**config.mk**
```make
export PLATFORM = sky130hd
export DESIGN_NAME = pwrdn_ctrl
export DESIGN_NICKNAME = d
export VERILOG_FILES = /design/src/rtl/pd_pkg.sv /design/src/rtl/rst_deglitch.sv /design/src/rtl/pd_request.sv /design/src/rtl/pd_sequencer.sv /design/src/rtl/pwrdn_ctrl.sv
export SDC_FILE = /design/constraint.sdc
export NUM_CORES = 1
export LEC_CHECK = 0
export ABC_AREA = 1
export BUFFER_PORTS_ARGS = -buffer_cell sky130_fd_sc_hd__buf_4
export CORE_AREA = 10 10 47 49
export CTS_CLUSTER_DIAMETER = 40
export DETAILED_ROUTE_END_ITERATION = 10
export DIE_AREA = 0 0 57 59
export SYNTH_ARGS = -nofsm -noshare
export SYNTH_HDL_FRONTEND = slang
export SYNTH_SLANG_ARGS = --single-unit
```
**constraint.sdc**
```tcl
create_clock -name clk -period 1.2 [get_ports clk]
set_clock_uncertainty 0.15 [all_clocks]
set_input_delay 0.24 -clock clk [delete_from_list [all_inputs] [get_ports clk]]
set_output_delay 0.24 -clock clk [all_outputs]
set_load 0.02 [all_outputs]
```
**src/rtl/pd_pkg.sv**
```systemverilog
package pd_pkg;
  localparam int FILT_LEN_DEF = 4;
  localparam int SETTLE_DEF   = 16;

  typedef struct packed {
    logic bus_oe;
    logic ext_if_en;
    logic cs16_en;
  } io_en_t;
endpackage

```
**src/rtl/rst_deglitch.sv**
```systemverilog
module rst_deglitch #(
  parameter int FILT_LEN = 4
) (
  input  logic clk,
  input  logic raw_i,
  output logic clean_o
);
  logic [FILT_LEN-1:0] hist = '1;
  logic                clean_q = 1'b1;
  logic                seen = 1'b0;
  logic [FILT_LEN-1:0] nxt;

  assign nxt = {hist[FILT_LEN-2:0], raw_i};

  always_ff @(posedge clk) begin
    seen <= 1'b1;
    hist <= nxt;
    if (&nxt)
      clean_q <= 1'b1;
    else if (~|nxt)
      clean_q <= 1'b0;
  end

  assign clean_o = clean_q;

  assert_filter_level_R5: assert property (@(posedge clk) disable iff (!seen)
    (clean_q != $past(clean_q)) |-> ($past(raw_i) == clean_q));
endmodule

```
**src/rtl/pd_request.sv**
```systemverilog
module pd_request (
  input  logic pin_i,
  input  logic raw_rst_i,
  input  logic srst_i,
  input  logic reg_bit_i,
  input  logic irq_i,
  output logic pd_eff_o,
  output logic irq_o
);
  logic pin_gated;

  always_comb begin
    pin_gated = pin_i & ~raw_rst_i & ~srst_i;
    pd_eff_o  = pin_gated | reg_bit_i;
    irq_o     = irq_i & ~reg_bit_i;
  end
endmodule

```
**src/rtl/pd_sequencer.sv**
```systemverilog
module pd_sequencer
  import pd_pkg::*;
#(
  parameter int SETTLE = 16
) (
  input  logic   clk,
  input  logic   rst,
  input  logic   pd_eff_i,
  output logic   osc_en_o,
  output io_en_t en_o
);
  localparam int CW = (SETTLE > 1) ? $clog2(SETTLE) : 1;
  localparam logic [CW-1:0] LAST = CW'(SETTLE - 1);

  logic          active_q = 1'b1;
  logic [CW-1:0] cnt_q = '0;
  logic          seen = 1'b0;

  always_ff @(posedge clk) begin
    seen <= 1'b1;
    if (rst) begin
      active_q <= 1'b1;
      cnt_q    <= '0;
    end else if (pd_eff_i) begin
      active_q <= 1'b0;
      cnt_q    <= '0;
    end else if (!active_q) begin
      if (cnt_q == LAST) begin
        active_q <= 1'b1;
        cnt_q    <= '0;
      end else begin
        cnt_q <= cnt_q + 1'b1;
      end
    end
  end

  always_comb begin
    osc_en_o       = ~pd_eff_i;
    en_o.bus_oe    = active_q & ~pd_eff_i;
    en_o.ext_if_en = active_q & ~pd_eff_i;
    en_o.cs16_en   = active_q & ~pd_eff_i;
  end

  assert_settle_done_R6: assert property (@(posedge clk) disable iff (!seen || rst)
    $rose(active_q) |-> ($past(cnt_q) == LAST));
endmodule

```
**src/rtl/pwrdn_ctrl.sv**
```systemverilog
module pwrdn_ctrl
  import pd_pkg::*;
#(
  parameter int FILT_LEN = FILT_LEN_DEF,
  parameter int SETTLE   = SETTLE_DEF
) (
  input  logic clk,
  input  logic rst_raw,
  input  logic soft_rst,
  input  logic pd_pin,
  input  logic pd_reg_bit,
  input  logic irq_in,
  output logic rst_clean,
  output logic osc_en,
  output logic bus_oe,
  output logic ext_if_en,
  output logic cs16_en,
  output logic irq_out
);
  logic   pd_eff;
  io_en_t en;
  logic   seen = 1'b0;

  rst_deglitch #(.FILT_LEN(FILT_LEN)) u_filt (
    .clk     (clk),
    .raw_i   (rst_raw),
    .clean_o (rst_clean)
  );

  pd_request u_req (
    .pin_i     (pd_pin),
    .raw_rst_i (rst_raw),
    .srst_i    (soft_rst),
    .reg_bit_i (pd_reg_bit),
    .irq_i     (irq_in),
    .pd_eff_o  (pd_eff),
    .irq_o     (irq_out)
  );

  pd_sequencer #(.SETTLE(SETTLE)) u_seq (
    .clk      (clk),
    .rst      (rst_clean),
    .pd_eff_i (pd_eff),
    .osc_en_o (osc_en),
    .en_o     (en)
  );

  assign bus_oe    = en.bus_oe;
  assign ext_if_en = en.ext_if_en;
  assign cs16_en   = en.cs16_en;

  always_ff @(posedge clk) seen <= 1'b1;

  assert_pin_sleep_R1: assert property (@(posedge clk) disable iff (!seen)
    (pd_pin && !rst_raw && !soft_rst) |-> (!osc_en && !bus_oe && !ext_if_en && !cs16_en));
  assert_reg_sleep_R2: assert property (@(posedge clk) disable iff (!seen)
    pd_reg_bit |-> (!osc_en && !bus_oe && !ext_if_en && !cs16_en));
  assert_raw_gate_R3: assert property (@(posedge clk) disable iff (!seen)
    (rst_raw && !pd_reg_bit) |-> osc_en);
  assert_soft_gate_R4: assert property (@(posedge clk) disable iff (!seen)
    (soft_rst && !pd_reg_bit) |-> osc_en);
  assert_osc_first_R6: assert property (@(posedge clk) disable iff (!seen || rst_clean)
    $rose(bus_oe) |-> $past(osc_en));
  assert_irq_mask_R7: assert property (@(posedge clk) disable iff (!seen)
    pd_reg_bit |-> !irq_out);
  assert_irq_pass_R7: assert property (@(posedge clk) disable iff (!seen)
    (!pd_reg_bit && irq_in) |-> irq_out);
  assert_reset_wake_R8: assert property (@(posedge clk) disable iff (!seen)
    ($past(rst_clean) && osc_en && !pd_reg_bit) |-> (bus_oe && ext_if_en && cs16_en));
endmodule

```
Word-level counts from Yosys, hierarchy flattened. Index checks and enable logic that the tools add are counted.

Output and inout bits: 6. Bits in registers: 9. Logic and storage cells: 22. Bits of input ports: 6.

Bitwise logic cells: 9. Eq/ne operators: 1. Add/subtract/negate cells: 1. Mux-type cells: 4. Reductions and logical operators: 3.

Operators with widths (number): $add A4 B1 Y4 const B (1); $and A1 B1 Y1 (4); $eq A4 B4 Y1 const B (1); $mux W4 (1); $not A1 Y1 (4); $reduce_and A4 Y1 (1); $reduce_or A4 Y1 (1); $mux W1 (3); $reduce_or A2 Y1 (1); $or A1 B1 Y1 (1).

Logic depth before layout (Yosys ltp). Gate-level depths: netlist (run 1).

Depth in word-level cells: 6. Depth in mapped cells: 6. Mapped depth without buffers: 6.

By module. Synthesis (run 1) repeated with hierarchy kept, for this count alone.

Cell total of the unflattened synthesis: 53. Area total of the unflattened synthesis: 381.6 um^2.

By module, submodules not included: pd_sequencer (times used 1, area an instance 249.0 um^2, cells each 36); rst_deglitch (times used 1, area an instance 105.1 um^2, cells each 10); pd_request (times used 1, area an instance 27.5 um^2, cells each 7).

Worst setup path after synthesis (run 1). No wires, ideal clock.

Path type: flip-flop to output port. Start: register u_seq.active_q. End: output port cs16_en. Arrival time: 1011 ps. Setup slack: -201 ps. Stages on the path, launching flop included: 4. Path buffers: 1. Cell sequence: dfxtp_1 -> inv_2 -> nor2_1 -> buf_4.

Cells in the longest elaborated chain, start to end: 1.

RTL lines: start, declared (line pd_sequencer.sv:15) `logic active_q = 1'b1;`; start signal, assigned (line pd_sequencer.sv:22) `active_q <= 1'b1;`; start signal, assigned (line pd_sequencer.sv:25) `active_q <= 1'b0;`; start signal, assigned (line pd_sequencer.sv:29) `active_q <= 1'b1;`; $and A1 B1 Y1; end, declared (line pwrdn_ctrl.sv:17) `output logic cs16_en,`.

No other way between the ends.

Worst setup path after layout (run 1).
Start: register u_seq.active_q. End: output port bus_oe.

Cells in the longest elaborated chain, start to end: 1.

RTL lines: $and A1 B1 Y1 (line pd_sequencer.sv:39) `en_o.bus_oe = active_q & ~pd_eff_i;`; end, declared (line pwrdn_ctrl.sv:15) `output logic bus_oe,`.

No other way between the ends.

==> impl_metrics.env, run 1 <==
export IMPL_postCtsHoldBufs=0
export IMPL_num_vias=371
export IMPL_ir_drop_uv=512
export IMPL_synth_ff_type="dfxtp_1"
export IMPL_rsz0062_at_grt="yes"
export IMPL_grt_pass1_vias=343
export IMPL_crit_path_top_delay_cell="dfxtp_2"
export IMPL_final_setup_tns_ps=-277
export IMPL_cap_violations=0
export IMPL_fill_cells=150
export IMPL_vias_per_cell=4.31
export IMPL_yosys_area_top_type_share_pct=46.8
export IMPL_track_usage_pct=5.29
export IMPL_stdcell_count=86
export IMPL_failed_checks="negative setup slack"
export IMPL_ys_async_sr_fraction_pct=0
export IMPL_dr_first_iter_drc_count=1
export IMPL_hold_viol_final=0
export IMPL_yosysSeqAreaShare_pct=46.8
export IMPL_antenna_diode_count=0
export IMPL_insertion_delay_ps=260
export IMPL_synth_most_common_cell="nand2_1"
export IMPL_place_ws_ps=-63.6
export IMPL_synth_area_top_cells="dfxtp_1 (47%), nand2_1 (12%), nand3_1 (6.5%), inv_1 (5.8%), buf_4 (3.9%)"
export IMPL_clk_path_buf_depth=2
export IMPL_drt_pass1_iter_count=2
export IMPL_ys_types=16
export IMPL_required_ps=810
export IMPL_relSlewSlack_pct=90.1
export IMPL_grt_max_degree=6
export IMPL_place_congestion=0.658
export IMPL_crit_type="reg -> out"
export IMPL_netlist_instances=50
export IMPL_layout_min_cycle_time_ps=1290
export IMPL_die_w_um=57
export IMPL_cpPeakStageDelay_ps=350
export IMPL_port_buffers=11
export IMPL_fin_crit_sh_pct=108
export IMPL_avgSynthCellArea_sq_um=7.71
export IMPL_hold_path_class="in -> reg"
export IMPL_setup_viol=3
export IMPL_wl_per_cell_um=9.09
export IMPL_syn_nets=57
export IMPL_cp_end_kind="output pin"
export IMPL_cts_tree="yes"
export IMPL_dp_cells=80
export IMPL_antenna_found_initial=0
export IMPL_cts_root_buffer="clkbuf_4"
export IMPL_fin_nets=78
export IMPL_initial_core_util_pct=27.5
export IMPL_seq_area_sq_um=181
export IMPL_synth_common_cells="nand2_1 (12), dfxtp_1 (9), inv_1 (6)"
export IMPL_worst_ep_arrival_time_ps=900
export IMPL_synth_seq_cells=9
export IMPL_drive_above_1_share_pct=40.0
export IMPL_final_setup_worst_slack_ps=-92.6
export IMPL_coreArea_sq_um=1400
export IMPL_dp_hpwl_um=658
export IMPL_critPathLaunchType="flip-flop"
export IMPL_htreeDepth=1
export IMPL_syn_area_sq_um=385
export IMPL_drt_wl_total_um=782
export IMPL_synth_edff_count=0
export IMPL_multi_input_area_sq_um=170
export IMPL_overflow=0
export IMPL_cp_num_buf_inv=2
export IMPL_postRouteAntennaNets=0
export IMPL_synth_warnings=0
export IMPL_path_cells="inv_4 > nor2_4 > buf_6"
export IMPL_status="complete, but fails checks"
export IMPL_cts_sinks=9
export IMPL_pin_count=12
export IMPL_cp_max_fo=3
export IMPL_critical_path_top_delay_family="flip-flops"
export IMPL_p_leak_nw=0.264
export IMPL_clk_pin_slew_ps=60
export IMPL_drc=0
export IMPL_finalPower_uw=669
export IMPL_cts_made_buffers=3
export IMPL_fin_util_pct=41.7
export IMPL_worst_slew_pin_slew_ps=147
export IMPL_die_y_um=59
export IMPL_synth_top_cell_by_area="dfxtp_1"
export IMPL_slew_violations=0
export IMPL_row_count=14
export IMPL_p_per_area_nw_per_um2=1150
export IMPL_fp_dieArea_sq_um=3360
export IMPL_max_clock_freq_mhz=774
export IMPL_area_growth_pct=51.6
export IMPL_grt_pass1_wl_mm=1.37
## placed cells by master, fill, tap and decap left out, drive strengths merged
master,count
clkbuf,4
nand2,12
nor2,4
ha,1
clkinv,1
inv,7
a21oi,3
dfxtp,9
buf,18
o21ai,1
nand3,6
nor3,1
xor2,1
nand3b,2
## layout make-up
type	instances	share of cell area, %
Multi-Input combinational cell	31	29.1
Clock buffer	4	4.50
Sequential cell	9	31.0
Tap cell	16	3.43
Timing Repair Buffer	18	26.3
Inverter	8	5.57
## per-stage QoR
step / area, sq um / hold WS, ps
after floorplan: 393 / 118
after global placement: 518 / 207
after detailed placement: 518 / 210
after CTS: 584 / 35.0
after global routing: 584 / 41.6
final: 584 / 43.8
## repair_timing
action | 4_1_cts | 5_1_grt
pin swaps | 2 | 2
gates cloned | 0 | 0
setup buffers | 2 | 0
setup endpoints to repair | 4 | 4
resized for setup | 9 | 0
## per-layer routing
layer / share of wire, % / routed length (um) / GRT usage (%) / up-vias
li1: - / - / - / 195
met1: 42 / 326 / 4.43 / 164
met2: 48 / 378 / 8.53 / 10
met3: 8.4 / 66 / 3.86 / 2
met4: 1.3 / 10 / 4.03 / 0
met5: 0 / 0 / 0 / -
## worst register-to-register path, stage by stage (launching register included)
cell and delay (ps):
dfxtp_1 330, ha_1 220, nand2_1 80, xor2_1 160, nor2_1 50
## power by group
group / switching (mW) / internal, mW / total [mW]
clock network: 0.102 / 0.128 / 0.229
logic: 0.0579 / 0.0651 / 0.123
registers: 0.00676 / 0.310 / 0.317
## final timing paths
check	start	end	slack (ps)	cells past startpoint
max reg2reg	u_seq.cnt_q[0]	u_seq.cnt_q[2]	90	4
min	rst_raw	u_filt.hist[0]	40	2
max	u_seq.active_q	bus_oe	-90	3
min reg2reg	u_filt.hist[1]	u_filt.hist[2]	220	0
## sequential cells by signal (all words and copies together), names as in the netlist
| name | flops |
|---|---|
| u_filt.clean_o | 1 |
| u_seq.active_q | 1 |
| u_filt.hist | 3 |
| u_seq.cnt_q | 4 |
## cells by family after synthesis
logic type,count (synthesis),synth area share (%)
buf+inv,10,11.7
compound gates,4,6.17
xor+xnor,1,2.27
flops,9,46.8
simple gates,25,29.9
fa+ha+maj,1,3.25
Power figures use the tool's default switching activity.
==> inputs of run 2 (changes only) <==
Settings changed: PLACE_DENSITY set to 0.59.
Clock period 1.2 ns to 1.1 ns, I/O delays scaled along.
==> impl_metrics.env, run 2 (synthesis results as in run 1) <==
export IMPL_use_met3_pct=4.51
export IMPL_p_sw_uw=185
export IMPL_dp_cells=80
export IMPL_drt_wl_total_um=848
export IMPL_grt_pass1_vias=356
export IMPL_track_usage_pct=5.10
export IMPL_p_per_area_nw_per_um2=1180
export IMPL_rsz0062_at_grt="yes"
export IMPL_seqPwrFrac_pct=47.1
export IMPL_drive_above_1_share_pct=52.9
export IMPL_initial_core_util_pct=27.5
export IMPL_crit_type="reg -> out"
export IMPL_grt_use_met1_pct=4.64
export IMPL_cap_violations=0
export IMPL_fin_crit_sh_pct=115
export IMPL_r2r_cells=5
export IMPL_die_w_um=57
export IMPL_grt_use_met2_pct=8.53
export IMPL_drt_pass1_iter_count=2
export IMPL_cts_root_buffer="clkbuf_4"
export IMPL_clk_path_buf_depth=2
export IMPL_cpPeakStageDelay_ps=350
export IMPL_fp_dieArea_sq_um=3360
export IMPL_p_leak_nw=0.263
export IMPL_grt_max_degree=6
export IMPL_critical_path_top_delay_family="flip-flops"
export IMPL_regMostFlops="u_seq.cnt_q"
export IMPL_antenna_diode_count=0
export IMPL_final_cell_mix="buf_4 (12), nand2_1 (11), buf_6 (6)"
export IMPL_wl_per_cell_um=9.86
export IMPL_htreeDepth=1
export IMPL_num_vias=373
export IMPL_postRouteAntennaNets=0
export IMPL_combPwrFrac_pct=18.6
export IMPL_cp_max_fo=3
export IMPL_whs_path_depth=2
export IMPL_hold_viol_final=0
export IMPL_stdcell_count=86
export IMPL_reg_top3="u_seq.cnt_q (4), u_filt.hist (3)"
export IMPL_reg2reg_from="u_seq.active_q"
export IMPL_grt_pass1_wl_mm=1.35
export IMPL_status="complete, but fails checks"
export IMPL_antenna_found_initial=0
export IMPL_cp_num_buf_inv=2
export IMPL_die_y_um=59
export IMPL_cts_made_buffers=3
export IMPL_required_ps=730
export IMPL_fill_cells=153
export IMPL_cts_sinks=9
export IMPL_dr_first_iter_drc_count=1
export IMPL_final_common_cell="buf_4"
export IMPL_hold_ws_ps=32.2
export IMPL_cp_end_kind="output pin"
export IMPL_max_clock_freq_mhz=793
export IMPL_final_setup_tns_ps=-522
export IMPL_min_to="u_filt.hist[0]"
export IMPL_row_count=14
export IMPL_path_cells="inv_4 > nor2_4 > buf_6"
export IMPL_finalPower_uw=737
export IMPL_seq_area_sq_um=185
export IMPL_clkPwrFrac_pct=34.3
export IMPL_r2r_slack_ps=60
export IMPL_hold_path_class="in -> reg"
export IMPL_switching_share_pct=25.2
export IMPL_place_congestion=0.681
export IMPL_fin_nets=78
export IMPL_worst_slew_pin_slew_ps=190
export IMPL_pin_count=12
export IMPL_crit_path_top_delay_cell="dfxtp_2"
export IMPL_final_setup_worst_slack_ps=-161
export IMPL_slew_violations=0
export IMPL_largest_reg_flops=4
export IMPL_overflow=0
export IMPL_busiest_layer="met2"
export IMPL_worst_ep_arrival_time_ps=890
export IMPL_setup_viol=4
export IMPL_ir_drop_uv=721
export IMPL_coreArea_sq_um=1400
export IMPL_relSlewSlack_pct=87.3
export IMPL_critPathLaunchType="flip-flop"
export IMPL_dp_hpwl_um=610
export IMPL_worstHoldStart="rst_raw"
export IMPL_port_buffers=11
export IMPL_multi_input_area_sq_um=200
export IMPL_reg2reg_to="u_seq.cnt_q[2]"
export IMPL_clk_pin_slew_ps=60
export IMPL_vias_per_cell=4.34
export IMPL_cts_tree="yes"
export IMPL_fin_util_pct=44.4
export IMPL_failed_checks="negative setup slack"
export IMPL_p_int_uw=551
export IMPL_layout_min_cycle_time_ps=1260
export IMPL_area_growth_pct=61.4
export IMPL_drc=0
export IMPL_insertion_delay_ps=260
==> run 2: cell count changes in the layout (fill, tap and decap cells not counted), moves of 3 or more <==
cell / before / now
dfxtp_1: 8 / 5
dfxtp_2: 1 / 4
nand3_1: 5 / 2
nand3_2: 1 / 4
==> run 2: power groups by stage <==
stage	Clock (mW)	Combinational [mW]	Sequential (mW)
6_report	0.253	0.137	0.347
3_5_place_dp	0	0.117	0.352
3_3_place_gp	0	0.117	0.352
4_1_cts	0.260	0.137	0.346
5_1_grt	0.284	0.149	0.348
2_1_floorplan	0	0.0665	0.355
==> run 2: layer usage <==
layer	vias up	routed length [um]	share of wire, %
li1	196	-	-
met2	9	462	54
met5	-	0	0
met4	0	0	0
met1	168	321	38
met3	0	64	7.5
==> run 2: cell type report <==
type | count | area share (%)
multi-input cells | 31 | 32.2
flip-flops and latches | 9 | 29.8
repair buffers | 18 | 25.4
inverters | 8 | 5.23
clock buffers | 4 | 4.23
well taps | 16 | 3.22
==> run 2: timing repair <==
action,4_1_cts,5_1_grt
endpoints found under the setup margin,5,9
setup buffers,2,1
resized for setup,7,11
pin swaps,1,5
hold buffers,0,0
==> run 2: worst max path at each step <==
stage / start / end / slack, ps / cells past startpoint
2_1_floorplan: soft_rst / cs16_en / -50 / 4
3_3_place_gp: soft_rst / osc_en / -90 / 5
3_5_place_dp: soft_rst / osc_en / -100 / 5
4_1_cts: u_seq.active_q / ext_if_en / -190 / 3
5_1_grt: u_seq.active_q / ext_if_en / -210 / 3
6_report: u_seq.active_q / bus_oe / -160 / 3
==> run 2: worst register-to-register path, stage by stage (launching register included) <==
cell and delay [ps]:
dfxtp_2 350, inv_4 40, buf_4 140, nand2_1 70, xor2_1 150, nor2_1 50
==> run 2: metrics by stage <==
step	worst slack [ps]	area, sq um
2_1_floorplan	-54.5	403
3_3_place_gp	-86.3	520
3_5_place_dp	-105	520
4_1_cts	-192	584
5_1_grt	-207	622
6_report	-161	622
